[config.mk]
export PLATFORM = sky130hd
export DESIGN_NAME = bcd_chain_counter
export DESIGN_NICKNAME = d
export VERILOG_FILES = /design/src/rtl/bcd_pkg.sv /design/src/rtl/bcd_jk_cell.sv /design/src/rtl/bcd_decade.sv /design/src/rtl/bcd_chain_counter.sv
export SDC_FILE = /design/constraint.sdc
export NUM_CORES = 1
export LEC_CHECK = 0
export ABC_AREA = 0
export BUFFER_PORTS_ARGS = -buffer_cell sky130_fd_sc_hd__buf_4
export CAP_MARGIN = 20
export CORE_UTILIZATION = 35
export DETAILED_ROUTE_END_ITERATION = 10
export GPL_ROUTABILITY_DRIVEN = 0
export PLACE_DENSITY = 0.69
export SLEW_MARGIN = 30
export SYNTH_ARGS = -nofsm -noshare
export SYNTH_HDL_FRONTEND = slang
export SYNTH_SLANG_ARGS = --single-unit
[constraint.sdc]
create_clock -name clk_i -period 2.25 [get_ports clk_i]
set_input_delay 0 -clock clk_i [delete_from_list [all_inputs] [get_ports clk_i]]
set_output_delay 0 -clock clk_i [all_outputs]
set_load 0.01 [all_outputs]
[src/rtl/bcd_pkg.sv]
package bcd_pkg;
  localparam int DIGIT_W   = 4;
  localparam int MAX_DIGIT = 9;

  typedef logic [DIGIT_W-1:0] digit_t;

  // JK action on a trigger: set, clear, toggle or hold
  function automatic logic jk_next(input logic q, input logic j, input logic k);
    case ({j, k})
      2'b10:   return 1'b1;
      2'b01:   return 1'b0;
      2'b11:   return ~q;
      default: return q;
    endcase
  endfunction
endpackage

[src/rtl/bcd_jk_cell.sv]
module bcd_jk_cell
  import bcd_pkg::*;
(
  input  logic clk_i,
  input  logic rst_ni,
  input  logic trig_i,
  input  logic j_i,
  input  logic k_i,
  output logic q_o,
  output logic q_next_o
);
  logic q_q;

  always_comb q_next_o = trig_i ? jk_next(q_q, j_i, k_i) : q_q;

  always_ff @(posedge clk_i or negedge rst_ni) begin
    if (!rst_ni) q_q <= 1'b0;
    else         q_q <= q_next_o;
  end

  assign q_o = q_q;
endmodule

[src/rtl/bcd_decade.sv]
module bcd_decade
  import bcd_pkg::*;
(
  input  logic   clk_i,
  input  logic   rst_ni,
  input  logic   pulse_i,
  output digit_t digit_o,
  output logic   carry_o
);
  logic q1, q2, q4, q8;
  logic n1, n2, n4, n8;
  logic fall1, fall2;

  bcd_jk_cell u_b1 (
    .clk_i, .rst_ni, .trig_i(pulse_i), .j_i(1'b1), .k_i(1'b1),
    .q_o(q1), .q_next_o(n1)
  );

  assign fall1 = q1 & ~n1;

  // weight 2 frozen while weight 8 is set
  bcd_jk_cell u_b2 (
    .clk_i, .rst_ni, .trig_i(fall1), .j_i(~q8), .k_i(~q8),
    .q_o(q2), .q_next_o(n2)
  );

  assign fall2 = q2 & ~n2;

  bcd_jk_cell u_b4 (
    .clk_i, .rst_ni, .trig_i(fall2), .j_i(1'b1), .k_i(1'b1),
    .q_o(q4), .q_next_o(n4)
  );

  // set only from 7, otherwise cleared on weight-1 fall
  bcd_jk_cell u_b8 (
    .clk_i, .rst_ni, .trig_i(fall1), .j_i(q2 & q4), .k_i(1'b1),
    .q_o(q8), .q_next_o(n8)
  );

  assign digit_o = {q8, q4, q2, q1};
  assign carry_o = q8 & ~n8;

  AST_DIGIT_LEGAL: assert property (@(posedge clk_i) disable iff (!rst_ni)
    digit_o <= digit_t'(MAX_DIGIT));
  AST_LSB_TOGGLE: assert property (@(posedge clk_i) disable iff (!rst_ni)
    pulse_i |=> digit_o[0] != $past(digit_o[0]));
  AST_TWO_LOW_WITH_EIGHT: assert property (@(posedge clk_i) disable iff (!rst_ni)
    digit_o[3] |-> !digit_o[1]);
  AST_NINE_WRAPS: assert property (@(posedge clk_i) disable iff (!rst_ni)
    (pulse_i && digit_o == digit_t'(MAX_DIGIT)) |=> digit_o == '0);
  AST_CARRY_AT_NINE: assert property (@(posedge clk_i) disable iff (!rst_ni)
    carry_o |-> (pulse_i && digit_o == digit_t'(MAX_DIGIT)));
  AST_IDLE_HOLD: assert property (@(posedge clk_i) disable iff (!rst_ni)
    !pulse_i |=> $stable(digit_o));
endmodule

[src/rtl/bcd_chain_counter.sv]
module bcd_chain_counter
  import bcd_pkg::*;
#(
  parameter int NUM_DEC = 3,
  localparam int OUT_W  = NUM_DEC * DIGIT_W
) (
  input  logic             clk_i,
  input  logic             rst_ni,
  input  logic             count_i,
  output logic [OUT_W-1:0] bcd_o,
  output logic             tc_o
);
  logic [NUM_DEC:0] chain;

  assign chain[0] = count_i;

  for (genvar g = 0; g < NUM_DEC; g++) begin : g_dec
    digit_t dig;
    bcd_decade u_dec (
      .clk_i,
      .rst_ni,
      .pulse_i (chain[g]),
      .digit_o (dig),
      .carry_o (chain[g+1])
    );
    assign bcd_o[g*DIGIT_W +: DIGIT_W] = dig;
  end

  assign tc_o = chain[NUM_DEC];

  AST_TC_NEEDS_PULSE: assert property (@(posedge clk_i) disable iff (!rst_ni)
    tc_o |-> count_i);
  AST_TC_TO_ZERO: assert property (@(posedge clk_i) disable iff (!rst_ni)
    tc_o |=> bcd_o == '0);
  AST_HOLD_ALL: assert property (@(posedge clk_i) disable iff (!rst_ni)
    !count_i |=> $stable(bcd_o));
endmodule

[After elaboration in Yosys (flattened, before gate mapping)]
Cells that the tools add are included.
Cells by class
  bitwise gates (word level): 36
  muxes and demuxes: 15
  eq/ne operators: 9
Operator list (count)
  1-bit NOT: 24
  1-bit bitwise AND: 12
  2-bit equality test (second input constant): 6
  1-bit two-way mux: 9
  1-bit case mux with 3 select lines: 3
  2-bit by 1-bit equality test with 1-bit output (second input constant): 3
  1-bit case mux with 2 select lines: 3
Storage, ports and cells
  input port bits: 3
  output and inout bits: 13
  register bits: 12

[Logic depth before layout (Yosys ltp)]
Gate-level depths: netlist (run 1).
  depth after elaboration: 19
  mapped depth: 7
  depth with buffers taken out: 7

[Modules after synthesis]
Synthesis (run 1) repeated with hierarchy kept, for this count alone.
Second synthesis, totals
  cells, all modules: 66
  area total of the unflattened synthesis: 668.1 um^2
Modules (own cells, without submodules)
  bcd_jk_cell: cells an instance 3, area each 36.3 um^2, instances 12
  bcd_decade: cells an instance 10, area each 77.6 um^2, instances 3

[Least setup slack after synthesis (run 1)]
Ideal clock, no wire load.
  path kind: register to register
  from: reg g_dec[0].u_dec.u_b1.q_q
  to: reg g_dec[2].u_dec.u_b4.q_q
  slack: 0.517 ns
  setup time: 0.080 ns
  clock period less this slack: 1.733 ns
  data arrival time: 1.653 ns
  stages on the path, launching flop included: 8
  cells stage by stage: dfrtp_1 ha_1 and2_2 ha_1 and2_2 ha_1 nand3b_1 xnor2_1
Between the ends
  longest elaborated chain between the ends: 19
Ends and longest elaborated chain
  from (decl): RTL line bcd_jk_cell.sv:12  | logic q_q;
  from (signal assigned): RTL line bcd_jk_cell.sv:18  | else q_q <= q_next_o;
  1-bit NOT: RTL line bcd_pkg.sv:12  | 2'b11: return ~q;
  1-bit two-way mux: RTL line bcd_jk_cell.sv:14  | always_comb q_next_o = trig_i ? jk_next(q_q, j_i, k_i) : q_q;
  1-bit NOT: RTL line bcd_decade.sv:19  | assign fall1 = q1 & ~n1;
  1-bit bitwise AND *: RTL line bcd_decade.sv:19
  1-bit two-way mux *: RTL line bcd_jk_cell.sv:14
  1-bit NOT *: RTL line bcd_decade.sv:41  | assign carry_o = q8 & ~n8;
  1-bit bitwise AND *: RTL line bcd_decade.sv:41
  1-bit two-way mux *: RTL line bcd_jk_cell.sv:14
  (+3 left out)
  1-bit NOT *: RTL line bcd_decade.sv:41
  1-bit bitwise AND *: RTL line bcd_decade.sv:41
  1-bit two-way mux *: RTL line bcd_jk_cell.sv:14
  1-bit NOT *: RTL line bcd_decade.sv:19
  1-bit bitwise AND *: RTL line bcd_decade.sv:19
  1-bit two-way mux *: RTL line bcd_jk_cell.sv:14
  1-bit NOT *: RTL line bcd_decade.sv:27  | assign fall2 = q2 & ~n2;
  1-bit bitwise AND *: RTL line bcd_decade.sv:27
  to (signal assigned): RTL line bcd_jk_cell.sv:18
  to (decl): RTL line bcd_jk_cell.sv:12
Mark *: on every way between the ends. The rest lies on a longest branch, timed or not.
A chain may end at the register's enable or synchronous reset.

[Worst setup path after layout (run 1)]
  from: in count_i
  to: out tc_o
Between the ends
  longest elaborated chain between the ends: 18
Ends and longest elaborated chain
  from (decl): RTL line bcd_chain_counter.sv:9  | input logic count_i,
  1-bit two-way mux: RTL line bcd_jk_cell.sv:14
  1-bit NOT: RTL line bcd_decade.sv:19
  1-bit bitwise AND: RTL line bcd_decade.sv:19
  1-bit two-way mux: RTL line bcd_jk_cell.sv:14
  1-bit NOT: RTL line bcd_decade.sv:41
  1-bit bitwise AND: RTL line bcd_decade.sv:41
  1-bit two-way mux: RTL line bcd_jk_cell.sv:14
  1-bit NOT: RTL line bcd_decade.sv:19
  (+2 left out)
  1-bit NOT: RTL line bcd_decade.sv:41
  1-bit bitwise AND: RTL line bcd_decade.sv:41
  1-bit two-way mux: RTL line bcd_jk_cell.sv:14
  1-bit NOT: RTL line bcd_decade.sv:19
  1-bit bitwise AND: RTL line bcd_decade.sv:19
  1-bit two-way mux: RTL line bcd_jk_cell.sv:14
  1-bit NOT: RTL line bcd_decade.sv:41
  1-bit bitwise AND: RTL line bcd_decade.sv:41
  to (decl): RTL line bcd_chain_counter.sv:11  | output logic tc_o
Every way passes these cells.

==> out/qor.txt, run 1 <==
Status = finished, violations left
Violated checks = DRC
Yosys top cell area share = 49.18%
Post-DRT Antenna Nets = 0
Comb pwr share = 35.4%
Dpl hpwl = 567.9 microns
Drt pass-1 iters = 6
DRC Markers = 2
TritonCTS Sinks = 12
Mean routed wirelength per cell = 10.64 microns
Row cnt = 14
Effective utilization at floorplan = 39.17%
CTS buffer count = 3
Finished Core Util = 45.51%
Net load switching power = 0.0002781 W
Setup TNS = 0 ns
Min cycle time layout = 2.120 ns
Most frequent CP cell = ha_1
Global-route wire length before repair = 1366 microns
Antenna violations before repair = 0
Syn_nets = 56
WHS = 0.08782 ns
Setup violators final = 0
Total congestion overflow = 0
Synthesis-stage register bit count = 12
Worst R2R Start = g_dec[0].u_dec.u_b1.q_o
Cell count after synthesis = 50
Seq/Total Area, Yosys = 49.18%
Pleak = 0.3798 nW
Post-Place Setup Slack = 0.4048 ns
Fin. Hold Viols = 0
Clock insertion delay at the later pin of the skew report = 0.28 ns
Core ar. = 1559 sq um
CP peak stage delay = 0.53 ns
Required time worst endpoint = 2.25 ns
Largest cells by area after synthesis = dfrtp_1, buf_4, xnor2_1
Clock skew = 0.001528 ns
Vias in the first global route = 320
Die Area = 1915 sq um
I/O Buffers = 15
# H-tree levels = 1
Final Cycle Share = 94.24%
Sequential share of power = 44.2%
Reg2reg path depth = 7
Clock Tree Buf Depth = 2
Crit-path slowest cell = dlygate4sd3_1
Syn_area_per_cell = 12.21 sq um
Clk pwr share = 20.4%
Total global-route track usage = 10.26%
CTS root buf = clkbuf_4
Buf/Inv on CP = 3
Max Fanout on Critical Path = 5
Vias per inst = 4.467
Max frequency = 471.6 MHz
CP delay by family, top = buffers and inverters
Reg2Reg Setup Slack = 0.39 ns
# Max-Cap Violations = 0
Slew @ Worst Pin = 0.1960 ns
Worst setup margin = 0.1297 ns
Worst vdd ir = 0.0005339 V
Routed wire length = 798 microns
CP startpoint kind = input port
CTS tree = yes
Final nets = 66
Yosys cell types = 13
Switching share of power = 32.34%
Leading area contributor after synthesis = dfrtp_1
CP startpoint = count_i
Critical path type = input port to output port
Largest net degree at the start of global routing = 13
Slew headroom = 86.93%
ANT cells = 0
Critical Path AT = 2.12 ns
P&R area growth vs syn = 16.19%
Worst R2R End = g_dec[2].u_dec.u_b4.q_o
Initial DRC count = 2
Layout cell share with drive strength beyond 1 = 38.98%
Max-slew violation count = 0
Via count = 335
Cell chain of the critical path = dlygate4sd3_1 -> buf_4 -> ha_1 -> and2_2 -> ha_1 -> and2_2 -> ha_1 -> and2_1 -> buf_4
PD cells = 1212 nW/um^2
Ports = 16
Internal power = 0.0005819 W
Worst-path clk slew = 0.08 ns
Die width = 43.77 microns
Synth Cell Area = 610.6 sq um
Chip height = 43.77 microns
RSZ-0062 raised after global routing = false
Non-Filler Instances = 75
Crit end category = output port
Placed cells = 69
Worst Hold Class = input port to asynchronous set/reset pin
Yosys warnings = 0
==> power groups by stage <==
stage / registers (W) / clock network [W] / logic (W)
4_1_cts: 0.000381 / 0.000175 / 0.000310
6_report: 0.000380 / 0.000175 / 0.000305
2_1_floorplan: 0.000370 / 0 / 0.000276
3_3_place_gp: 0.000381 / 0 / 0.000300
3_5_place_dp: 0.000386 / 0 / 0.000304
5_1_grt: 0.000392 / 0.000182 / 0.000330
==> repair_timing <==
action	in CTS	in global routing
setup endpoints to repair	0	0
endpoints found under the hold margin	13	0
buffers inserted	0	0
hold buffers	2	0
resized for setup	0	0
==> how the worst max path moves through the flow <==
stage,endpoint,slack (ns),cells after the start
after CTS,tc_o,0.12,7
after floorplan,g_dec[2].u_dec.u_b4.q_o,0.52,7
final,tc_o,0.13,9
after global routing,tc_o,0.04,9
after detailed placement,g_dec[2].u_dec.u_b4.q_o,0.40,7
after global placement,g_dec[2].u_dec.u_b4.q_o,0.42,7
==> worst reg2reg max path: stages (launching register included) <==
cell,delay [ns]
dfrtp_1,0.39
ha_1,0.24
and2_2,0.21
ha_1,0.24
and2_2,0.22
ha_1,0.24
nand3b_1,0.12
xnor2_1,0.12
==> synth_stat cells <==
| master | count |
|---|---|
| and2_2 | 2 |
| nand3b_4 | 2 |
| xnor2_1 | 6 |
| nand3b_1 | 1 |
| ha_1 | 3 |
| mux2i_1 | 1 |
| inv_1 | 4 |
| o22ai_1 | 2 |
| dfrtp_1 | 12 |
| nand2b_1 | 3 |
| buf_4 | 12 |
| nand3_1 | 1 |
| and2_1 | 1 |
==> cells by family (layout without fill, tap and decap cells) <==
logic type,after synthesis,count (layout),synth area share [%]
buffers and inverters,16,25,17.21
AOI/OAI and AO/OA,2,2,2.049
DFF,12,12,49.18
and+or+nand+nor,10,10,15.16
adders and majority gates,3,3,6.148
muxes,1,1,1.639
xor gates and xnor gates,6,6,8.606
==> layer usage <==
layer  track usage (%)  up-vias  share of wire, %
li1                  -      168                 -
met1             13.42      149                46
met2             13.73       14                42
met3             2.500        4               7.3
met4             9.375        0               4.1
met5                 0        -                 0
==> stage by stage <==
stage               total power, W  cell area, sq um
finish                   0.0008600             709.4
global route             0.0009037             709.4
CTS                      0.0008667             709.4
detailed placement       0.0006898             653.1
global placement         0.0006805             653.1
floorplan                0.0006456             610.6
==> layout make-up <==
type / instances / area, sq um
Multi-Input combinational cell: 22 / 205.2
Timing Repair Buffer: 17 / 132.6
Sequential cell: 12 / 300.3
Fill cell: 148 / 849.6
Clock buffer: 4 / 36.28
Inverter: 4 / 15.01
Tap cell: 16 / 20.02
==> layout by cell type, fill, tap and decap left out, drive strengths merged <==
cell,n
dfrtp,12
clkbuf,4
nand3,1
buf,15
and2,3
mux2i,1
inv,4
o22ai,2
ha,3
dlygate4sd3,2
nand3b,3
xnor2,6
nand2b,3
Power figures use the tool's default switching activity.
==> inputs of run 2 (changes only) <==
- CAP_MARGIN: 20 -> unset
- CORE_UTILIZATION: 35 -> 50
- PLACE_DENSITY: 0.69 -> 0.87
- SYNTH_HIERARCHICAL: unset -> 1
==> run 2 against run 1 <==
The flow finishes with violations (setup timing). Clock-buffer cell count did not move. Largest cell class is now multi-input combinational cells. Non-clock buffer count rose by 18. Flip-flop and latch count did not move. Synthesized cell count rose by 32%. Critical path depth rose by 12. Via count rose by 96%. Global-route usage rose by 21 points. Clock power barely moved. Setup slack got worse by 1.3 ns. Highest routed layer unchanged. Combinational power rose to 4.2 times the previous value. First-iteration DRC count rose to 3.5 times the previous value.
==> out/qor.txt, run 2 <==
Status = finished, violations left
Violated checks = setup timing
Clock skew = 0.005284 ns (+0.003756 ns)
Die width = 38.56 microns (-12%)
Final nets = 109 (+65%)
Post-synthesis compound-gate area fraction = 20.22% (+18 points)
Most common cell after layout, fill and taps aside = buf_4
Yosys top cell area share = 44.94% (-4.2 points)
Most frequent cells in the layout = buf_4, conb_1, dfrtp_1, a21oi_2, nor2b_4
Cell chain of the critical path = a21oi_2 -> a31oi_2 -> nor2b_2 -> a21oi_2 -> a31oi_4 -> nor2b_4 -> a21oi_2 -> a31oi_2 -> nor2b_2 -> buf_6 -> a31oi_4 -> nor2b_4 -> a21oi_2 -> a31oi_1 -> nor2b_1 -> buf_4 -> buf_4 -> a31oi_4 -> nor2b_4 -> a21oi_2 -> a31oi_1
Reg2Reg Setup Slack = -1.16 ns (-1.55 ns)
Seq/Total Area, Yosys = 44.94% (-4.2 points)
P&R area growth vs syn = 64.42%
CTS root buf = clkbuf_4
Via count = 656 (+96%)
Placed cells = 103 (+49%)
Multiplexer share of the synthesized area = 0% (-1.6 points)
Dpl hpwl = 1105 microns (+95%)
CTS tree = yes
Post-synthesis adder-cell area fraction = 0% (-6.1 points)
Critical path type = flip-flop to flip-flop
Largest net degree at the start of global routing = 13 (unchanged)
Post-synth EDFFs = 0 (unchanged)
Antenna violations before repair = 0 (unchanged)
Non-Filler Instances = 119 (+59%)
PD cells = 1774 nW/um^2 (+46%)
Total congestion overflow = 0 (unchanged)
Pleak = 0.5034 nW (+33%)
ANT cells = 0 (unchanged)
Routed wire length = 2438 microns (+210%)
Worst R2R Start = g_dec[0].u_dec/u_b1/q_o
Total global-route track usage = 31.08% (+21 points)
Largest cells by area after synthesis = dfrtp_1, buf_4, nor2b_4
WHS = 0.1059 ns (+0.01809 ns)
Ports = 16 (unchanged)
DRC Markers = 0 (-2)
Row cnt = 12 (-2)
Worst setup margin = -1.156 ns (-1.285 ns)
Die Area = 1486 sq um (-22%)
Global-route wire length before repair = 2911 microns (+110%)
I/O Buffers = 15 (unchanged)
Layout cell share with drive strength beyond 1 = 60.00% (+21 points)
Final Cycle Share = 151.4% (+57 points)
Effective utilization at floorplan = 57.05% (+18 points)
Reg2reg path depth = 21 (+14)
CTS buffer count = 3 (unchanged)
Setup violators final = 7 (+7)
Worst vdd ir = 0.001355 V (+150%)
Fin. Hold Viols = 0 (unchanged)
Drt pass-1 iters = 4 (-2)
Max Fanout on Critical Path = 4 (-1)
Synthesis-stage register bit count = 12 (unchanged)
Crit end category = flip-flop
Clock insertion delay at the later pin of the skew report = 0.27 ns (about the same)
Required time worst endpoint = 2.38 ns (+0.13 ns)
Most frequent CP cell = a21oi_2
# H-tree levels = 1 (unchanged)
Max frequency = 293.6 MHz (-38%)
TritonCTS Sinks = 12 (unchanged)
Worst R2R End = g_dec[2].u_dec/u_b4/q_o
Worst-path clk slew = 0.08 ns (about the same)
Core ar. = 1171 sq um (-25%)
Tot Pwr = 0.001949 W (+130%)
Ys async rst share = 100.0% (unchanged)
Main combinational cell family by area after synthesis = compound AO/OA/AOI/OAI gates
Syn_area_per_cell = 10.12 sq um (-17%)
Vias in the first global route = 626 (+96%)
Critical Path AT = 3.54 ns (+1.42 ns)
Synth Cell Area = 668.1 sq um (+9.4%)
# Max-Cap Violations = 0 (unchanged)
Max-slew violation count = 0 (unchanged)
Clock Tree Buf Depth = 2 (unchanged)
CP peak stage delay = 0.44 ns (-0.09 ns)
Cell count after synthesis = 66 (+32%)
Mean routed wirelength per cell = 20.49 microns (+93%)
Crit-path slowest cell = dfrtp_1
CP startpoint kind = flip-flop
Worst Hold Class = input port to asynchronous set/reset pin
Leading area contributor after synthesis = dfrtp_1
Post-Synth Simple-Gate Area = 17.98% (+2.8 points)
Post-Synth XOR/XNOR Area = 0% (-8.6 points)
Vias per inst = 5.513 (+23%)
Yosys warnings = 6 (+6)
Post-DRT Antenna Nets = 0 (unchanged)
Top FF cell, synth = dfrtp_1
Chip height = 38.56 microns (-12%)
Post-Place Setup Slack = -0.9779 ns (-1.383 ns)
Min cycle time layout = 3.406 ns (+1.285 ns)
Yosys cell types = 9 (-4)
RSZ-0062 raised after global routing = true
Initial DRC count = 7 (+5)
Finished Core Util = 93.80% (+48 points)
Top cells by count, synth = a21oi_1, a31oi_1, buf_4, dfrtp_1, nor2b_4
-- run 2: cell types whose count changed after synthesis, moves of 3 or more --
cell	delta
a21oi_1	+12
a31oi_1	+12
nor2b_4	+6
xnor2_1	-6
conb_1	+3
ha_1	-3
nand2b_1	-3
nor2b_1	+3
-- run 2: repair_timing --
action	CTS	global route
buffers inserted	7	5
hold buffers	1	0
gates resized for setup	14	12
setup endpoints to repair	8	7
hold endpoints to repair	12	0
pin swaps	4	8
-- run 2: critical path: cells and delay by family, from the launching register on --
kind                   cells  cell delay [ns]
and+or+nand+nor            6             0.84
DFF                        1             0.44
buffers and inverters      3             0.45
AOI/OAI and AO/OA         12             1.55
-- run 2: where the power goes --
group	switching, W	internal [W]	leakage [nW]
sequential	0.000173	0.000322	0.135
combinational	0.000615	0.000668	0.347
clock	0.0000736	0.0000982	0.0210
-- run 2: per-layer routing --
layer  track usage, %  part of all wire (%)  vias up
met1            31.58                    32      324
met2            54.17                    55       32
met4            25.00                   7.2        0
met5                0                     0        -
met3            5.814                   5.1       18
li1                 -                     -      282
-- run 2: kinds of logic (layout without fill, tap and decap cells) --
kind of cell,Yosys count,after routing
simple gates,12,12
flops,12,12
buf+inv,15,42
other cells,3,15
compound gates,24,24
-- run 2: worst max path at each step --
stage                                  startpoint                       to  slack [ns]  cells after the start
after CTS                 g_dec[0].u_dec/u_b1/q_o                     tc_o       -0.97                     20
final                     g_dec[0].u_dec/u_b1/q_o  g_dec[2].u_dec/u_b4/q_o       -1.16                     21
after floorplan           g_dec[0].u_dec/u_b1/q_o  g_dec[1].u_dec/u_b4/q_o       -0.01                     14
after detailed placement  g_dec[0].u_dec/u_b1/q_o  g_dec[2].u_dec/u_b4/q_o       -0.98                     20
after global placement    g_dec[0].u_dec/u_b1/q_o  g_dec[2].u_dec/u_b4/q_o       -0.67                     20
after global routing      g_dec[0].u_dec/u_b1/q_o  g_dec[2].u_dec/u_b4/q_o       -1.32                     21
-- run 2: cell type report --
type,instances,area (sq um)
Tap cell,14,17.52
Timing Repair Buffer,35,276.5
Fill cell,36,72.57
Inverter,3,11.26
Clock buffer,4,36.28
Sequential cell,12,300.3
Multi-Input combinational cell,51,456.7
-- run 2: metrics by stage --
stage,TNS (ns),cell area [sq um]
global route,-5.768,1099
floorplan,-0.009847,732.0
global placement,-2.373,832.0
finish,-4.721,1099
detailed placement,-3.983,832.0
CTS,-3.452,1005
==> inputs of run 3 (changes only) <==
- CORE_ASPECT_RATIO: unset -> 1.4
- CORE_UTILIZATION: 50 -> 25
- PLACE_DENSITY: 0.87 -> 0.55
==> run 3 against run 2 <==
The run still ends with setup timing left. Sequential share of layout area down 1.0 points. Worst hold slack better by 0.024 ns. Register-to-register slack better by 0.20 ns. Critical path depth up 1. Design area up 3.9%. Critical endpoint unchanged.
==> out/qor.txt, run 3 (synthesized netlist as in run 2, its figures left out) <==
TritonCTS Sinks = 12 (unchanged)
I/O Buffers = 15 (unchanged)
Largest net degree at the start of global routing = 13 (unchanged)
# H-tree levels = 1 (unchanged)
Core ar. = 2470 sq um (+110%)
Post-Place Setup Slack = -0.7528 ns (+0.2252 ns)
Routed wire length = 1517 microns (-38%)
PD cells = 1617 nW/um^2 (-8.9%)
Final nets = 112 (+2.8%)
ANT cells = 0 (unchanged)
Placed cells = 125 (+21%)
Setup TNS = -3.784 ns (+0.9374 ns)
Die Area = 2886 sq um (+94%)
Crit-path slowest cell = dfrtp_1
Pleak = 0.5180 nW (+2.9%)
Status = finished, violations left
Total global-route track usage = 10.42% (-21 points)
Most common cell after layout, fill and taps aside = buf_4
CP delay by family, top = compound AO/OA/AOI/OAI gates
CP peak stage delay = 0.42 ns (-0.02 ns)
Ports = 16 (unchanged)
Vias per inst = 4.148 (-25%)
Effective utilization at floorplan = 27.05% (-30 points)
Mean routed wirelength per cell = 10.68 microns (-48%)
Worst Hold Class = input port to asynchronous set/reset pin
Most frequent CP cell = a21oi_2
Via count = 589 (-10%)
Clock insertion delay at the later pin of the skew report = 0.26 ns (about the same)
Dpl hpwl = 889.8 microns (-19%)
Clock skew = 0.002251 ns (-0.003033 ns)
Max-slew violation count = 0 (unchanged)
Drt pass-1 iters = 4 (unchanged)
Crit end category = flip-flop
Non-Filler Instances = 142 (+19%)
Violated checks = setup timing
Row cnt = 21 (+9)
RSZ-0062 raised after global routing = true
Filler cells = 259 (+620%)
Tot Pwr = 0.001845 W (-5.3%)
Critical path type = flip-flop to flip-flop
# Max-Cap Violations = 0 (unchanged)
Min cycle time layout = 3.209 ns (-0.1965 ns)
Die width = 45.69 microns (+19%)
Max Fanout on Critical Path = 3 (-1)
Clock Tree Buf Depth = 2 (unchanged)
Setup violators final = 7 (unchanged)
CP startpoint kind = flip-flop
Critical Path AT = 3.39 ns (-0.15 ns)
CTS buffer count = 3 (unchanged)
CTS tree = yes
Layout cell share with drive strength beyond 1 = 61.11% (+1.1 points)
Worst-path clk slew = 0.08 ns (about the same)
Required time worst endpoint = 2.43 ns (+0.05 ns)
Worst vdd ir = 0.0006408 V (-53%)
Antenna violations before repair = 0 (unchanged)
P&R area growth vs syn = 70.79%
Most frequent cells in the layout = buf_4, conb_1, dfrtp_1, a21oi_2, nor2b_4
Max frequency = 311.6 MHz (+6.1%)
Cell chain of the critical path = a21oi_2 -> a31oi_2 -> nor2b_2 -> a21oi_2 -> a31oi_4 -> nor2b_4 -> a21oi_2 -> a31oi_1 -> nor2b_1 -> buf_4 -> a31oi_4 -> nor2b_4 -> a21oi_2 -> a31oi_2 -> nor2b_2 -> buf_4 -> buf_6 -> a21oi_4 -> a31oi_4 -> nor2b_4 -> a21oi_2 -> a31oi_1
Buf/Inv on CP = 3 (unchanged)
DRC Markers = 0 (unchanged)
Final Cycle Share = 142.6% (-8.7 points)
CTS root buf = clkbuf_4
Vias in the first global route = 518 (-17%)
Post-DRT Antenna Nets = 0 (unchanged)
Global-route wire length before repair = 2201 microns (-24%)
Fin. Hold Viols = 0 (unchanged)
Worst setup margin = -0.9593 ns (+0.1966 ns)
Total congestion overflow = 0 (unchanged)
Initial DRC count = 6 (-1)
Chip height = 63.17 microns (+64%)
run 3: cell count changes in the layout (fill, tap and decap cells not counted), sizes merged:
cell / change
buf: +3
run 3: stage by stage:
stage,hold slack (ns),area [sq um],utilization (%)
2_1_floorplan,-0.2956,732.0,-
3_3_place_gp,-0.1517,872.1,35.31
3_5_place_dp,-0.1489,872.1,35.31
4_1_cts,0.1105,1026,41.54
5_1_grt,0.1210,1141,46.20
6_report,0.1299,1141,46.20
run 3: worst paths after layout:
path                                            to  depth (start not counted)  slack (ns)                     from
max                        g_dec[2].u_dec/u_b4/q_o                         22       -0.96  g_dec[0].u_dec/u_b1/q_o
min                        g_dec[0].u_dec/u_b2/q_o                          2        0.13                   rst_ni
max reg2reg                g_dec[2].u_dec/u_b4/q_o                         22       -0.96  g_dec[0].u_dec/u_b1/q_o
min reg2reg                g_dec[1].u_dec/u_b4/q_o                          1        0.53  g_dec[1].u_dec/u_b4/q_o
max in group asynchronous  g_dec[1].u_dec/u_b1/q_o                          2        1.97                   rst_ni
min in group clk_i         g_dec[0].u_dec/u_b1/q_o                          5        0.33                  count_i
run 3: timing repair:
item	in CTS	in global routing
gates resized for setup	13	13
setup endpoints to repair	6	7
hold buffers	1	0
pin swaps	6	6
setup buffers	6	6
endpoints found under the hold margin	12	0
run 3: routing by layer:
layer,share of wire (%),wire [microns],GRT usage [%]
met5,0,0,0
met4,1.1,17,5.515
met3,3.6,54,2.865
met2,58,884,16.79
met1,37,561,11.99
run 3: final cells by class:
class / instances / area (sq um) / share of cell area, %
clock buffer: 4 / 36.28 / 3.180
sequential: 12 / 300.3 / 26.32
multi-input combinational: 51 / 447.9 / 39.25
timing repair buffer: 38 / 302.8 / 26.54
inverter: 3 / 11.26 / 0.9868
tap: 34 / 42.54 / 3.728
run 3: where the power goes:
part / total (W) / internal (W) / switching, W
registers: 0.000469 / 0.000322 / 0.000146
logic: 0.00121 / 0.000699 / 0.000512
clock network: 0.000166 / 0.0000981 / 0.0000682
